===== src/rtl/adc3w_pkg.sv =====
`timescale 1ns/1ps
package adc3w_pkg;

  typedef enum logic [1:0] {
    ST_WAIT  = 2'd0,
    ST_SETUP = 2'd1,
    ST_CLOCK = 2'd2
  } ctrlState_t;

  // strobes from the sequencer to the capture datapath
  typedef struct packed {
    logic clear;
    logic shift;
    logic last;
  } dpStrobe_t;

endpackage


===== src/rtl/adc3w_ctrl.sv =====
`timescale 1ns/1ps
module adc3w_ctrl
  import adc3w_pkg::*;
#(
  parameter int DATA_W      = 16,
  parameter int HALF_W      = 8,
  parameter int PER_W       = 24,
  parameter int MIN_HALF    = 18,
  parameter int MIN_PERIOD  = 1000,
  parameter int MIN_CSHIGH  = 40,
  parameter int CS_SETUP    = 2,
  parameter int FRAME_CYC   = 24,
  parameter int LEAD_FALLS  = 5,
  parameter int SAMPLE_RISE = 0
) (
  input  logic              clk,
  input  logic              rstN,
  input  logic              enable,
  input  logic [HALF_W-1:0] divCfg,
  input  logic [PER_W-1:0]  periodCfg,
  output logic              csN,
  output logic              sclk,
  output dpStrobe_t         strb
);

  // first captured edge follows the lead-in edges and the forced-zero edge
  localparam int FIRST_EDGE = LEAD_FALLS + 2;
  localparam int LAST_EDGE  = FIRST_EDGE + DATA_W - 1;
  localparam int FRAME_EFF  = (FRAME_CYC < LAST_EDGE) ? LAST_EDGE : FRAME_CYC;
  localparam int EDGE_W     = $clog2(FRAME_EFF + 1);
  localparam int SET_W      = (CS_SETUP > 1) ? $clog2(CS_SETUP) : 1;
  localparam int HIGH_W     = $clog2(MIN_CSHIGH + 1);
  localparam logic [HALF_W-1:0] HALF_FLOOR = HALF_W'(MIN_HALF);
  localparam logic [HIGH_W-1:0] HIGH_SAT   = HIGH_W'(MIN_CSHIGH);

  ctrlState_t        state;
  logic              csQ, sclkQ;
  logic [HALF_W-1:0] halfReq, halfLat, halfCnt;
  logic [31:0]       frameFloor, periodReq, periodLat, periodCnt;
  logic [EDGE_W-1:0] fallCnt, edgeNum;
  logic [SET_W-1:0]  setupCnt;
  logic [HIGH_W-1:0] highCnt;
  logic              csReady, periodDone, startNow, toggle, sampleEdge, inWindow;

  // clamp the requested settings to the converter limits
  always_comb begin
    halfReq    = (divCfg < HALF_FLOOR) ? HALF_FLOOR : divCfg;
    frameFloor = 32'(CS_SETUP) + 32'(MIN_CSHIGH) + 32'(2 * FRAME_EFF) * 32'(halfReq);
    periodReq  = 32'(periodCfg);
    if (periodReq < 32'(MIN_PERIOD)) periodReq = 32'(MIN_PERIOD);
    if (periodReq < frameFloor)      periodReq = frameFloor;
  end

  always_comb begin
    csReady    = (32'(highCnt) + 32'd1) >= 32'(MIN_CSHIGH);
    periodDone = periodCnt >= (periodLat - 32'd1);
    startNow   = (state == ST_WAIT) && enable && csReady && periodDone;
    toggle     = (state == ST_CLOCK) && (halfCnt == '0);
    edgeNum    = fallCnt + EDGE_W'(1);
    inWindow   = (edgeNum >= EDGE_W'(FIRST_EDGE)) && (edgeNum <= EDGE_W'(LAST_EDGE));
  end

  generate
    if (SAMPLE_RISE != 0) begin : g_rise
      assign sampleEdge = toggle && !sclkQ;
    end else begin : g_fall
      assign sampleEdge = toggle && sclkQ;
    end
  endgenerate

  always_comb begin
    strb.clear = startNow;
    strb.shift = sampleEdge && inWindow;
    strb.last  = sampleEdge && (edgeNum == EDGE_W'(LAST_EDGE));
  end

  always_ff @(posedge clk) begin
    if (!rstN) begin
      state     <= ST_WAIT;
      csQ       <= 1'b1;
      sclkQ     <= 1'b0;
      halfLat   <= HALF_FLOOR;
      halfCnt   <= '0;
      periodLat <= 32'(MIN_PERIOD);
      periodCnt <= '1;
      fallCnt   <= '0;
      setupCnt  <= '0;
      highCnt   <= HIGH_SAT;
    end else begin
      if (periodCnt != '1) periodCnt <= periodCnt + 32'd1;
      if (csQ && (highCnt != HIGH_SAT)) highCnt <= highCnt + HIGH_W'(1);
      unique case (state)
        ST_WAIT: begin
          if (startNow) begin
            state     <= ST_SETUP;
            csQ       <= 1'b0;
            periodCnt <= '0;
            halfLat   <= halfReq;
            periodLat <= periodReq;
            setupCnt  <= SET_W'(CS_SETUP - 1);
            fallCnt   <= '0;
          end
        end
        ST_SETUP: begin
          if (setupCnt == '0) begin
            state   <= ST_CLOCK;
            halfCnt <= halfLat - HALF_W'(1);
          end else begin
            setupCnt <= setupCnt - SET_W'(1);
          end
        end
        ST_CLOCK: begin
          if (toggle) begin
            halfCnt <= halfLat - HALF_W'(1);
            sclkQ   <= ~sclkQ;
            if (sclkQ) begin
              fallCnt <= edgeNum;
              if (edgeNum == EDGE_W'(FRAME_EFF)) begin
                csQ     <= 1'b1;
                highCnt <= '0;
                state   <= ST_WAIT;
              end
            end
          end else begin
            halfCnt <= halfCnt - HALF_W'(1);
          end
        end
        default: state <= ST_WAIT;
      endcase
    end
  end

  assign csN  = csQ;
  assign sclk = sclkQ;

endmodule


===== src/rtl/adc3w_dp.sv =====
`timescale 1ns/1ps
module adc3w_dp
  import adc3w_pkg::*;
#(
  parameter int DATA_W = 16
) (
  input  logic              clk,
  input  logic              rstN,
  input  logic              sdi,
  input  dpStrobe_t         strb,
  output logic              sampleValid,
  output logic [DATA_W-1:0] sampleData,
  output logic              overRange,
  output logic              underRange
);

  logic [DATA_W-1:0] shiftQ, dataQ;
  logic              pendQ, validQ, overQ, underQ;

  always_ff @(posedge clk) begin
    if (!rstN) begin
      shiftQ <= '0;
      dataQ  <= '0;
      pendQ  <= 1'b0;
      validQ <= 1'b0;
      overQ  <= 1'b0;
      underQ <= 1'b0;
    end else begin
      if (strb.clear)      shiftQ <= '0;
      else if (strb.shift) shiftQ <= {shiftQ[DATA_W-2:0], sdi};
      pendQ  <= strb.last;
      validQ <= pendQ;
      overQ  <= pendQ && (&shiftQ);
      underQ <= pendQ && (shiftQ == '0);
      if (pendQ) dataQ <= shiftQ;
    end
  end

  assign sampleValid = validQ;
  assign sampleData  = dataQ;
  assign overRange   = overQ;
  assign underRange  = underQ;

endmodule


===== src/rtl/adc3w_reader.sv =====
`timescale 1ns/1ps
module adc3w_reader
  import adc3w_pkg::*;
#(
  parameter int DATA_W      = 16,
  parameter int HALF_W      = 8,
  parameter int PER_W       = 24,
  parameter int MIN_HALF    = 18,
  parameter int MIN_PERIOD  = 1000,
  parameter int MIN_CSHIGH  = 40,
  parameter int CS_SETUP    = 2,
  parameter int FRAME_CYC   = 24,
  parameter int LEAD_FALLS  = 5,
  parameter int SAMPLE_RISE = 0
) (
  input  logic              clk,
  input  logic              rstN,
  input  logic              enable,
  input  logic [HALF_W-1:0] divCfg,
  input  logic [PER_W-1:0]  periodCfg,
  input  logic              sdi,
  output logic              csN,
  output logic              sclk,
  output logic              sampleValid,
  output logic [DATA_W-1:0] sampleData,
  output logic              overRange,
  output logic              underRange
);

  dpStrobe_t strb;

  adc3w_ctrl #(
    .DATA_W(DATA_W), .HALF_W(HALF_W), .PER_W(PER_W), .MIN_HALF(MIN_HALF),
    .MIN_PERIOD(MIN_PERIOD), .MIN_CSHIGH(MIN_CSHIGH), .CS_SETUP(CS_SETUP),
    .FRAME_CYC(FRAME_CYC), .LEAD_FALLS(LEAD_FALLS), .SAMPLE_RISE(SAMPLE_RISE)
  ) u_ctrl (
    .clk(clk), .rstN(rstN), .enable(enable), .divCfg(divCfg),
    .periodCfg(periodCfg), .csN(csN), .sclk(sclk), .strb(strb)
  );

  adc3w_dp #(.DATA_W(DATA_W)) u_dp (
    .clk(clk), .rstN(rstN), .sdi(sdi), .strb(strb),
    .sampleValid(sampleValid), .sampleData(sampleData),
    .overRange(overRange), .underRange(underRange)
  );

endmodule


===== config.mk =====
export PLATFORM = sky130hd
export DESIGN_NAME = adc3w_reader
export DESIGN_NICKNAME = d
export VERILOG_FILES = /design/src/rtl/adc3w_pkg.sv /design/src/rtl/adc3w_ctrl.sv /design/src/rtl/adc3w_dp.sv /design/src/rtl/adc3w_reader.sv
export SDC_FILE = /design/constraint.sdc
export NUM_CORES = 1
export LEC_CHECK = 0
export BUFFER_PORTS_ARGS = -buffer_cell sky130_fd_sc_hd__buf_2
export CORE_MARGIN = 2
export CORE_UTILIZATION = 60
export CTS_CLUSTER_SIZE = 25
export DETAILED_ROUTE_END_ITERATION = 7
export GPL_TIMING_DRIVEN = 0
export MAX_ROUTING_LAYER = met4
export PLACE_DENSITY = 0.77
export RECOVER_POWER = 25
export SLEW_MARGIN = 20
export SYNTH_ARGS = -nofsm -noshare
export SYNTH_HDL_FRONTEND = slang
export SYNTH_HIERARCHICAL = 1
export SYNTH_SLANG_ARGS = --single-unit
export TNS_END_PERCENT = 100

===== constraint.sdc =====
create_clock -name clk -period 15.05 [get_ports clk]
set_clock_uncertainty 0.05 [all_clocks]
set_input_delay 1.505 -clock clk [delete_from_list [all_inputs] [get_ports clk]]
set_output_delay 1.505 -clock clk [all_outputs]
set_load 0.01 [all_outputs]

# Word level (Yosys, flattened, before mapping)
# Index checks and enable logic that the tools add are counted.
# classes
n_addsub	9
n_mul	1
div_mod_pow	0
n_lt_le_gt_ge	7
n_eq_ne	11
shifts	0
muxes	32
n_bitwise	2
reduce_logical	26
# op_table
operator	n
$mux W32	4
$add A32 B1 Y32 const B	1
$ge A32 B32 Y1	1
$ge A32 B6 Y1 const B	1
$lt A24 B32 Y1	1
$ne A32 B32 Y1 const B	1
$sub A32 B1 Y32 const B	1
$mux W6	5
$lt A24 B10 Y1 const B	1
$mux W24	1
$mux W8	3
$logic_not A16 Y1	1
$pmux W8 S2	1
$reduce_and A16 Y1	1
$sub A8 B1 Y8 const B	2
$add A6 B14 Y15 const A	1
$mux W5	3
$logic_and A1 B1 Y1	11
$eq A5 B5 Y1 const B	2
$mul A2 B8 Y10 const A	1
$mux W2	5
$pmux W5 S2	1
$reduce_and A5 Y1	2
$logic_not A8 Y1	1
21 further kinds	36
# totals
register_bits	132
latch_bits	0
ramBits	0
rom_bits	0
in_bits	36
out_inout_bits	21
word_cells	104
n_memories	0

# Depth between registers and ports, before layout
# Gate-level depths: netlist of run 1.
# logic_depth
depth_word	7
mapped_depth	25
depth_no_buf	23

# Modules after synthesis
# The synthesis of run 1 kept the hierarchy.
# modules_own_cells
mod	instances	cells_each	area_each_um2	seq_area_each_um2
adc3w_ctrl	1	811	6500.0	1761.7
adc3w_dp	1	123	1338.8	720.7

# Worst setup path after synthesis of run 1
# OpenSTA, ideal clock, no wires.
# synth_timing
kind	input to register
start	input port divCfg[2]
end	register u_ctrl.periodLat[6]
setup_time_ns	0.122
arrival_ns	6.279
required_time_ns	14.878
slack_ns	8.599
path_stages	24
path_buffers	3
path_cell_list	buf_2 o31a_1 or2_1 clkbuf_1 nand2_1 inv_1 ha_1 ha_1 o31a_1 o2111a_1 a211oi_2 nor3b_2 and3_2 or3b_1 a211oi_2 ha_1 nor2b_1 nand2_1 o21ai_0 a2111oi_4 or2_2 buf_4 a21oi_1 a221o_1
# synth_between
elab_chain_cells	6
# synth_rtl
element	line_no	rtl
from (decl)	adc3w_reader.sv:19	input logic [HALF_W-1:0] divCfg,
$lt A8 B5 Y1	adc3w_ctrl.sv:47	halfReq = (divCfg < HALF_FLOOR) ? HALF_FLOOR : divCfg;
$mux W8	adc3w_ctrl.sv:47	
$mul A2 B8 Y10	adc3w_ctrl.sv:48	frameFloor = 32'(CS_SETUP) + 32'(MIN_CSHIGH) + 32'(2 * FRAME_EFF) * 32'(halfReq);
$add A6 B14 Y15	adc3w_ctrl.sv:48	
via u_ctrl.frameFloor[4]	adc3w_ctrl.sv:39	logic [31:0] frameFloor, periodReq, periodLat, periodCnt;
$lt A24 B32 Y1	adc3w_ctrl.sv:51	if (periodReq < frameFloor) periodReq = frameFloor;
$mux W32	adc3w_ctrl.sv:51	
to (signal assigned)	adc3w_ctrl.sv:84	periodLat <= 32'(MIN_PERIOD);
to (signal assigned)	adc3w_ctrl.sv:99	periodLat <= periodReq;
to (decl)	adc3w_ctrl.sv:39	
# The timed path passes the listed nets, and every way through them passes these cells.
# A chain may end at the register's enable or synchronous reset.

# Worst setup path after layout of run 1
# layout_timing
start	input port divCfg[3]
end	register u_ctrl.periodLat[6]
# The elaborated chain is that of the path after synthesis.

==> results of run 1 <==
==> worst max-delay path: cells and delay by family <==
family,cells,cell delay (ns)
buf+inv,5,0.72
compound gates,9,2.37
simple gates,8,1.68
fa+ha+maj,3,0.77
==> metrics by stage <==
step,std cells,hold WS [ns],util
floorplan,934,0.3863,-
global placement,1160,0.3959,0.6570
detailed placement,1160,0.4123,0.6570
CTS,1192,0.4212,0.7029
global route,1192,0.4442,0.7010
finish,1192,0.4117,0.7010
==> synthesized netlist by cell type, types with 4 or more instances <==
cell / number
nand3b_1: 4
or2_2: 12
o21a_1: 5
mux2i_1: 40
o21ai_1: 11
a211oi_1: 5
nand2_1: 69
and2_1: 9
a21o_1: 18
o21ai_0: 52
o211ai_1: 6
or4_1: 7
dfxtp_1: 124
a21oi_1: 47
nand4_1: 22
o31a_1: 4
ha_1: 64
buf_4: 5
xor2_1: 23
nor2b_1: 21
clkbuf_1: 33
or4_4: 4
a31oi_1: 5
nand2b_1: 13
nor3_1: 27
nor2_1: 87
inv_1: 31
xnor2_1: 52
nor4_1: 10
a22oi_1: 5
and3_1: 6
or3_1: 11
buf_2: 7
nand3_1: 34
==> how the worst max path moves through the flow <==
stage / start / end / slack (ns) / cells past startpoint
6_report: divCfg[3] / u_ctrl/periodLat[6] / 8.22 / 25
5_1_grt: divCfg[3] / u_ctrl/periodLat[6] / 7.88 / 25
4_1_cts: divCfg[3] / u_ctrl/periodLat[9] / 8.25 / 25
3_5_place_dp: divCfg[3] / u_ctrl/periodLat[6] / 7.81 / 25
3_3_place_gp: divCfg[3] / u_ctrl/periodLat[9] / 7.91 / 25
2_1_floorplan: divCfg[2] / u_ctrl/periodLat[6] / 8.60 / 24
==> kinds of logic (layout without fill, tap and decap cells) <==
family                     count (synthesis)  after routing  synth area share
AOI/OAI and AO/OA                        193            193            0.1595
xor gates and xnor gates                  75             75           0.08380
adders and majority gates                 64             64            0.1022
buffers and inverters                     78            164           0.04086
DFF                                      124            124            0.3167
muxes                                     40             40           0.05108
and+or+nand+nor                          360            360            0.2460
==> final cells by class <==
| class | count | area, um2 | area share |
|---|---|---|---|
| Sequential cell | 124 | 2482 | 0.2795 |
| Tap cell | 172 | 215.2 | 0.02423 |
| Clock buffer | 21 | 470.5 | 0.05297 |
| Inverter | 32 | 120.1 | 0.01352 |
| Clock inverter | 11 | 111.4 | 0.01254 |
| Multi-Input combinational cell | 732 | 5031 | 0.5664 |
| Timing Repair Buffer | 54 | 251.5 | 0.02831 |
| Buffer | 46 | 200.2 | 0.02254 |
==> where the power goes <==
part	internal [mW]	switching, mW	total, mW
clock network	0.242	0.154	0.396
logic	0.108	0.145	0.253
registers	0.358	0.0409	0.399
total	0.708	0.341	1.05
==> sequential cells by signal, summed over array words and instances (netlist names), 2 cells and up <==
name,cells
u_ctrl/fallCnt,5
u_ctrl/halfCnt,8
u_dp/sampleData,16
u_dp/shiftQ,16
u_ctrl/periodLat,24
u_ctrl/state,2
u_ctrl/periodCnt,32
u_ctrl/halfLat,8
u_ctrl/highCnt,6
==> metal layers <==
metal	vias up	GRT usage
li1	3502	-
met1	3174	0.3574
met2	144	0.4379
met3	23	0.05068
met4	0	0.09111
met5	-	-
==> results.cfg, run 1 <==
[status]
status = finished clean

[layout]
area_growth_pct = 13.31
drive_gt1_frac = 0.1157
fillers = 1088
nets = 1107
n_antenna_cell = 0
final_cell_mix = dfxtp_1 (124), nor2_1 (87), nand2_1 (69)
final_common_cell = dfxtp_1
fin_area_mm2 = 0.008882

[setup_path]
crit_top_cell = ha_1
path_class = primary input to flip-flop
endpoint_kind = flip-flop
critPathRequiredTime_ns = 15.30
reg2reg_from = u_ctrl/periodLat[6]
rrSetupSlack_ns = 8.64
cp_slowest_cell = a2111oi_4
cp_data_arrival_time_ns = 7.08
regToRegEndpoint = u_dp/shiftQ[4]
crit_path_max_fanout = 10
startpoint_type = primary input
reg2reg_depth = 22
cpPeakStageDelay_ns = 0.47

[detailed_routing]
vias_per_cell = 5.741
drtPass1Iterations = 5
ant_nets = 0
top_layer = met4
wl_met3_um = 669
wl_met2_mm = 8.490
vias = 6843
wirelength_mm = 18.41
drtIter0Drc = 460
wl_met1_mm = 8.917
detail_route.wl_per_cell_um = 15.44
drc = 0

[yosys]
netlist_top_cells_area = dfxtp_1 (32%), ha_1 (10%), xnor2_1 (5.8%)
yosys.area.top_type_share = 0.3167
synth-edff-count = 0
syn_avg_cell_area_um2 = 8.393
syn_nets = 1034
ys.warnings.count = 6
ys_async_sr_fraction = 0
yosys.cell_types.count = 71
syn_inst = 934
ys.flop_type = dfxtp_1
ys_seq_area_frac = 0.3167
ys_ff_latch = 124
synth_top_area_cell = dfxtp_1
synth_area_mm2 = 0.007839

[place]
post-place-ws_ns = 7.809
gp_congestion = 0.9711
placed_area_mm2 = 0.008324
hpwl_mm = 13.77
port_buffers = 54

[timing]
worst_pin_slew_ns = 0.9955
fmax_mhz = 146.5
setup_slack_ns = 8.224
finalHoldViolCount = 0
fin_crit_sh = 0.4536
final-max-slew-violation-count = 0
setup_violations = 0
period_minus_slack_ns = 6.826
slew_headroom = 0.3307
setup-tns-final_ns = 0
rsz0062_at_grt = no

[global_routing]
antenna_found_initial = 0
gr-usage-all-layers = 0.2769
grt_pass1_wl_mm = 30.91
overflow = 0
grt_pass1_vias = 6397
grt_max_degree = 18

[pwr]
irDropWorstVdd_mv = 0.08161
p_leak_nw = 3.405
total_power_mw = 1.048
power.density_mw_per_mm2 = 118.0

[clocking]
path_clk_slew_ns = 0.06
cts_setup_buffers = 0
cts_made_buffers = 17
cts.sinks = 124
clockBufferDepth = 2
clkLatencyLatePin_ns = 0.43
post_cts_resized = 0
cts_tree = built
cts_hold_buffers = 0
cts_max_level = 4
clockRootBuffer = clkbuf_16

[floorplan]
fp.dieH_um = 118.3
ioPinCount = 57
rows = 41
start_util = 0.6186
dieArea_mm2 = 0.01399
fp.coreArea_mm2 = 0.01267
die_width_um = 118.3

[flow_run]
cap_violations = 0

[min_path]
min-delay-start = u_ctrl/halfLat[7]
whs_path_depth = 2
hold_path.class = flip-flop to flip-flop
worstHoldEndpoint = u_ctrl/halfLat[7]
(Power assumes the default switching activity.)
==> run 2, diff against run 1 <==
==> constraint.sdc (replaced) <==
create_clock -name clk -period 6.3 [get_ports clk]
set_clock_uncertainty 0.05 [all_clocks]
set_input_delay 0.63 -clock clk [delete_from_list [all_inputs] [get_ports clk]]
set_output_delay 0.63 -clock clk [all_outputs]
set_load 0.01 [all_outputs]
==> results.cfg, run 2 (synthesis results as in run 1) <==
[place]
post-place-ws_ns = -0.06624
gp_congestion = 0.9711
placed_area_mm2 = 0.008324
hpwl_mm = 13.77
port_buffers = 54

[timing]
rsz0062_at_grt = no
setup_slack_ns = 0.3474
fmax_mhz = 168.0
finalHoldViolCount = 0
worst_pin_slew_ns = 1.007
fin_crit_sh = 0.9449
setup-tns-final_ns = 0
slew_headroom = 0.3231
final-max-slew-violation-count = 0
period_minus_slack_ns = 5.953
setup_violations = 0

[global_routing]
grt_pass1_vias = 6397
overflow = 0
grt_pass1_wl_mm = 30.91
gr-usage-all-layers = 0.2769
grt_max_degree = 18
antenna_found_initial = 0

[setup_path]
startpoint = divCfg[3]
endpoint_kind = flip-flop
path_class = primary input to flip-flop
cp_slowest_cell = a2111oi_4
crit_top_cell = ha_1
cp_data_arrival_time_ns = 6.21
reg2reg_from = u_ctrl/periodLat[6]
cpPeakStageDelay_ns = 0.47
startpoint_type = primary input
critPathRequiredTime_ns = 6.56
crit_path_max_fanout = 10

[clocking]
cts_tree = built
cts.sinks = 124
clockBufferDepth = 2
clkLatencyLatePin_ns = 0.43
cts_hold_buffers = 0
path_clk_slew_ns = 0.06
cts_max_level = 4
clockRootBuffer = clkbuf_16
cts_made_buffers = 17

[layout]
regMostFlops = u_ctrl/periodCnt
area_growth_pct = 13.44
largest_reg_flops = 32
final_common_cell = dfxtp_1
n_antenna_cell = 0
fin_area_mm2 = 0.008892
post-route-util = 0.7018
nets = 1109
top_regs = u_ctrl/periodCnt x32, u_ctrl/periodLat x24
drive_gt1_frac = 0.1145
final_cell_mix = dfxtp_1 (124), nor2_1 (87), nand2_1 (69)

[detailed_routing]
detail_route.wl_per_cell_um = 15.47
wl_met2_mm = 8.511
wl_met3_um = 681
vias_per_cell = 5.753
ant_nets = 0
drtPass1Iterations = 5
wl_met1_mm = 8.924
wirelength_mm = 18.47
vias = 6869
top_layer = met4
drtIter0Drc = 446
drc = 0

[floorplan]
dieArea_mm2 = 0.01399
fp.coreArea_mm2 = 0.01267
ioPinCount = 57
die_width_um = 118.3
fp.dieH_um = 118.3
rows = 41
start_util = 0.6186

[pwr]
p_leak_nw = 3.397
irDropWorstVdd_mv = 0.1959
power.density_mw_per_mm2 = 282.2
total_power_mw = 2.510

[min_path]
min-delay-start = sdi
hold_path.class = primary input to flip-flop

[flow_run]
cap_violations = 0

[status]
status = finished clean
run 2: cell types whose count changed in the layout (fill, tap and decap cells not counted), sizes merged:
cell / delta
clkbuf: +4
buf: -2
run 2: layout make-up:
class,instances,area (um2)
Clock buffer,21,470.5
Clock inverter,11,111.4
Inverter,32,120.1
Tap cell,172,215.2
Fill cell,1091,3779
Buffer,46,192.7
Sequential cell,124,2482
Timing Repair Buffer,56,264.0
Multi-Input combinational cell,732,5036
run 2: what timing repair did:
action,CTS,global route
buffers inserted,0,2
resized for setup,0,1
setup endpoints to repair,0,16
run 2: report_power, final:
part           total (mW)  switching, mW  leakage [nW]  internal (mW)
Combinational       0.610          0.348          2.11          0.262
Clock               0.946          0.369         0.269          0.577
Sequential          0.953         0.0981          1.02          0.855
Total                2.51          0.816          3.40           1.69
run 2: critical path: cells and delay by family:
family	cells	cell delay, ns
and+or+nand+nor	8	1.68
buffers and inverters	5	0.73
AOI/OAI and AO/OA	9	2.37
adders and majority gates	3	0.77
run 2: worst paths after layout:
path | endpoint | slack, ns | depth (start not counted)
max | u_ctrl/periodLat[6] | 0.35 | 25
min | u_dp/shiftQ[0] | 0.41 | 3
max reg2reg | u_dp/shiftQ[4] | 0.52 | 22
min reg2reg | u_ctrl/halfLat[7] | 0.41 | 2
run 2: metrics by stage:
stage | hold slack, ns | instances
2_1_floorplan | 0.3863 | 934
3_3_place_gp | 0.3959 | 1160
3_5_place_dp | 0.4123 | 1160
4_1_cts | 0.3960 | 1192
5_1_grt | 0.4272 | 1194
6_report | 0.4101 | 1194
run 2: layer usage:
metal | global-route usage | up-vias
met5 | - | -
met4 | 0.09111 | 0
met3 | 0.05068 | 25
met2 | 0.4379 | 141
met1 | 0.3574 | 3195
li1 | - | 3508
==> run 3, diff against run 2 <==
--- a/config.mk
+++ b/config.mk
@@ -12,7 +12,7 @@
 export DETAILED_ROUTE_END_ITERATION = 7
 export GPL_TIMING_DRIVEN = 0
 export MAX_ROUTING_LAYER = met4
-export PLACE_DENSITY = 0.77
+export PLACE_DENSITY = 0.79
 export RECOVER_POWER = 25
 export SLEW_MARGIN = 20
 export SYNTH_ARGS = -nofsm -noshare
==> results.cfg, run 3 (synthesis results as in run 1) <==
[global_routing]
gr-usage-all-layers = 0.2833
overflow = 0
grt_pass1_vias = 6586
grt_pass1_wl_mm = 31.53
antenna_found_initial = 3
grt_max_degree = 18

[timing]
rsz0062_at_grt = no
setup-tns-final_ns = 0
slew_headroom = 0.3857
fin_crit_sh = 0.9322
finalHoldViolCount = 0
final-max-slew-violation-count = 0
fmax_mhz = 170.3
period_minus_slack_ns = 5.873
worst_pin_slew_ns = 0.9137
setup_violations = 0

[pwr]
p_leak_nw = 3.406
irDropWorstVdd_mv = 0.2170
power.density_mw_per_mm2 = 286.5

[floorplan]
ioPinCount = 57
start_util = 0.6186
fp.coreArea_mm2 = 0.01267
rows = 41
dieArea_mm2 = 0.01399
die_width_um = 118.3
fp.dieH_um = 118.3

[clocking]
path_clk_slew_ns = 0.06
cts_made_buffers = 17
cts.sinks = 124
clockBufferDepth = 2
clockRootBuffer = clkbuf_16
clkLatencyLatePin_ns = 0.42
cts_tree = built
cts_hold_buffers = 0
cts_max_level = 4

[min_path]
worstHoldEndpoint = u_ctrl/periodLat[20]
min-delay-start = periodCfg[20]
whs_path_depth = 3
hold_path.class = primary input to flip-flop

[setup_path]
path_class = primary input to flip-flop
startpoint_type = primary input
critPathRequiredTime_ns = 6.56
reg2reg_depth = 22
reg2reg_from = u_ctrl/periodLat[6]
cp_data_arrival_time_ns = 6.13
rrSetupSlack_ns = 0.50
regToRegEndpoint = u_dp/shiftQ[14]
crit_path_max_fanout = 10
endpoint_kind = flip-flop

[detailed_routing]
vias = 7069
detail_route.wl_per_cell_um = 15.77
drtIter0Drc = 561
ant_nets = 0
vias_per_cell = 5.911
drtPass1Iterations = 5
wirelength_mm = 18.86
drc = 0

[layout]
final_common_cell = dfxtp_1
final_cell_mix = dfxtp_1 (124), nor2_1 (87), nand2_1 (69)
drive_gt1_frac = 0.1137
top_regs = u_ctrl/periodCnt x32, u_ctrl/periodLat x24
nets = 1107
regMostFlops = u_ctrl/periodCnt
largest_reg_flops = 32
final_cell_count_no_fill = 1196
fin_area_mm2 = 0.008914
area_growth_pct = 13.71

[place]
placed_area_mm2 = 0.008324
port_buffers = 54
dp_cells = 1160
hpwl_mm = 13.88
gp_congestion = 0.9772

[flow_run]
cap_violations = 0

[status]
status = finished clean
==> run 3: where the power goes <==
part	internal [mW]	switching, mW
Clock	0.623	0.361
Combinational	0.262	0.357
Sequential	0.855	0.0960
==> run 3: critical path, cell delays in order <==
cell and delay, ns:
buf_2 0.10, buf_2 0.16, o31a_1 0.32, or2_1 0.33, nand2_1 0.14, inv_1 0.11, ha_1 0.23, ha_1 0.25
o31a_1 0.27, o2111a_1 0.16, a211oi_2 0.26, nor3b_2 0.26, and3_2 0.25, or3b_1 0.37, a211oi_2 0.34, ha_1 0.29
nor2b_1 0.14, nand2_1 0.08, o21ai_0 0.15, a2111oi_4 0.48, or2_2 0.22, buf_4 0.17, a21oi_1 0.08, a221o_1 0.33
==> run 3: repair_timing <==
action,4_1_cts,5_1_grt
gates resized for setup,1,0
pin swaps,0,1
gates cloned,0,0
setup endpoints to repair,10,10
setup buffers,0,1
==> run 3: how the worst max path moves through the flow <==
stage	startpoint	end	slack [ns]
detailed placement	divCfg[3]	u_ctrl/periodLat[9]	0.01
finish	divCfg[3]	u_ctrl/periodLat[6]	0.43
CTS	u_ctrl/periodLat[6]	u_dp/shiftQ[0]	0.26
global placement	divCfg[3]	u_ctrl/periodLat[9]	-0.003
floorplan	divCfg[2]	u_ctrl/periodLat[6]	0.72
global route	divCfg[3]	u_ctrl/periodLat[9]	0.13
==> run 3: layout make-up <==
class	instances	area (um2)
diodes	4	10.01
plain buffers	45	188.9
clock buffers	19	432.9
clock inverters	13	166.4
fillers	1101	3757
inverters	32	120.1
multi-input cells	732	5041
flip-flops and latches	124	2482
well taps	172	215.2
repair buffers	55	256.5
==> run 3: layer usage <==
metal,vias to the layer above,wire length (um),global-route usage
met5,-,0,-
met4,0,464,0.1130
met3,41,835,0.05116
met2,193,8962,0.4566
met1,3322,8599,0.3516
li1,3513,-,-
==> run 3: metrics by stage <==
| step | power [mW] | utilization | worst slack [ns] | hold slack [ns] |
|---|---|---|---|---|
| finish | 2.554 | 0.7035 | 0.4272 | 0.4114 |
| global route | 2.691 | 0.7033 | 0.1311 | 0.4080 |
| CTS | 2.557 | 0.7047 | 0.2586 | 0.3944 |
| detailed placement | 1.564 | 0.6570 | 0.01004 | 0.4095 |
| global placement | 1.546 | 0.6570 | -0.002992 | 0.3957 |
| floorplan | 1.401 | - | 0.7242 | 0.3863 |
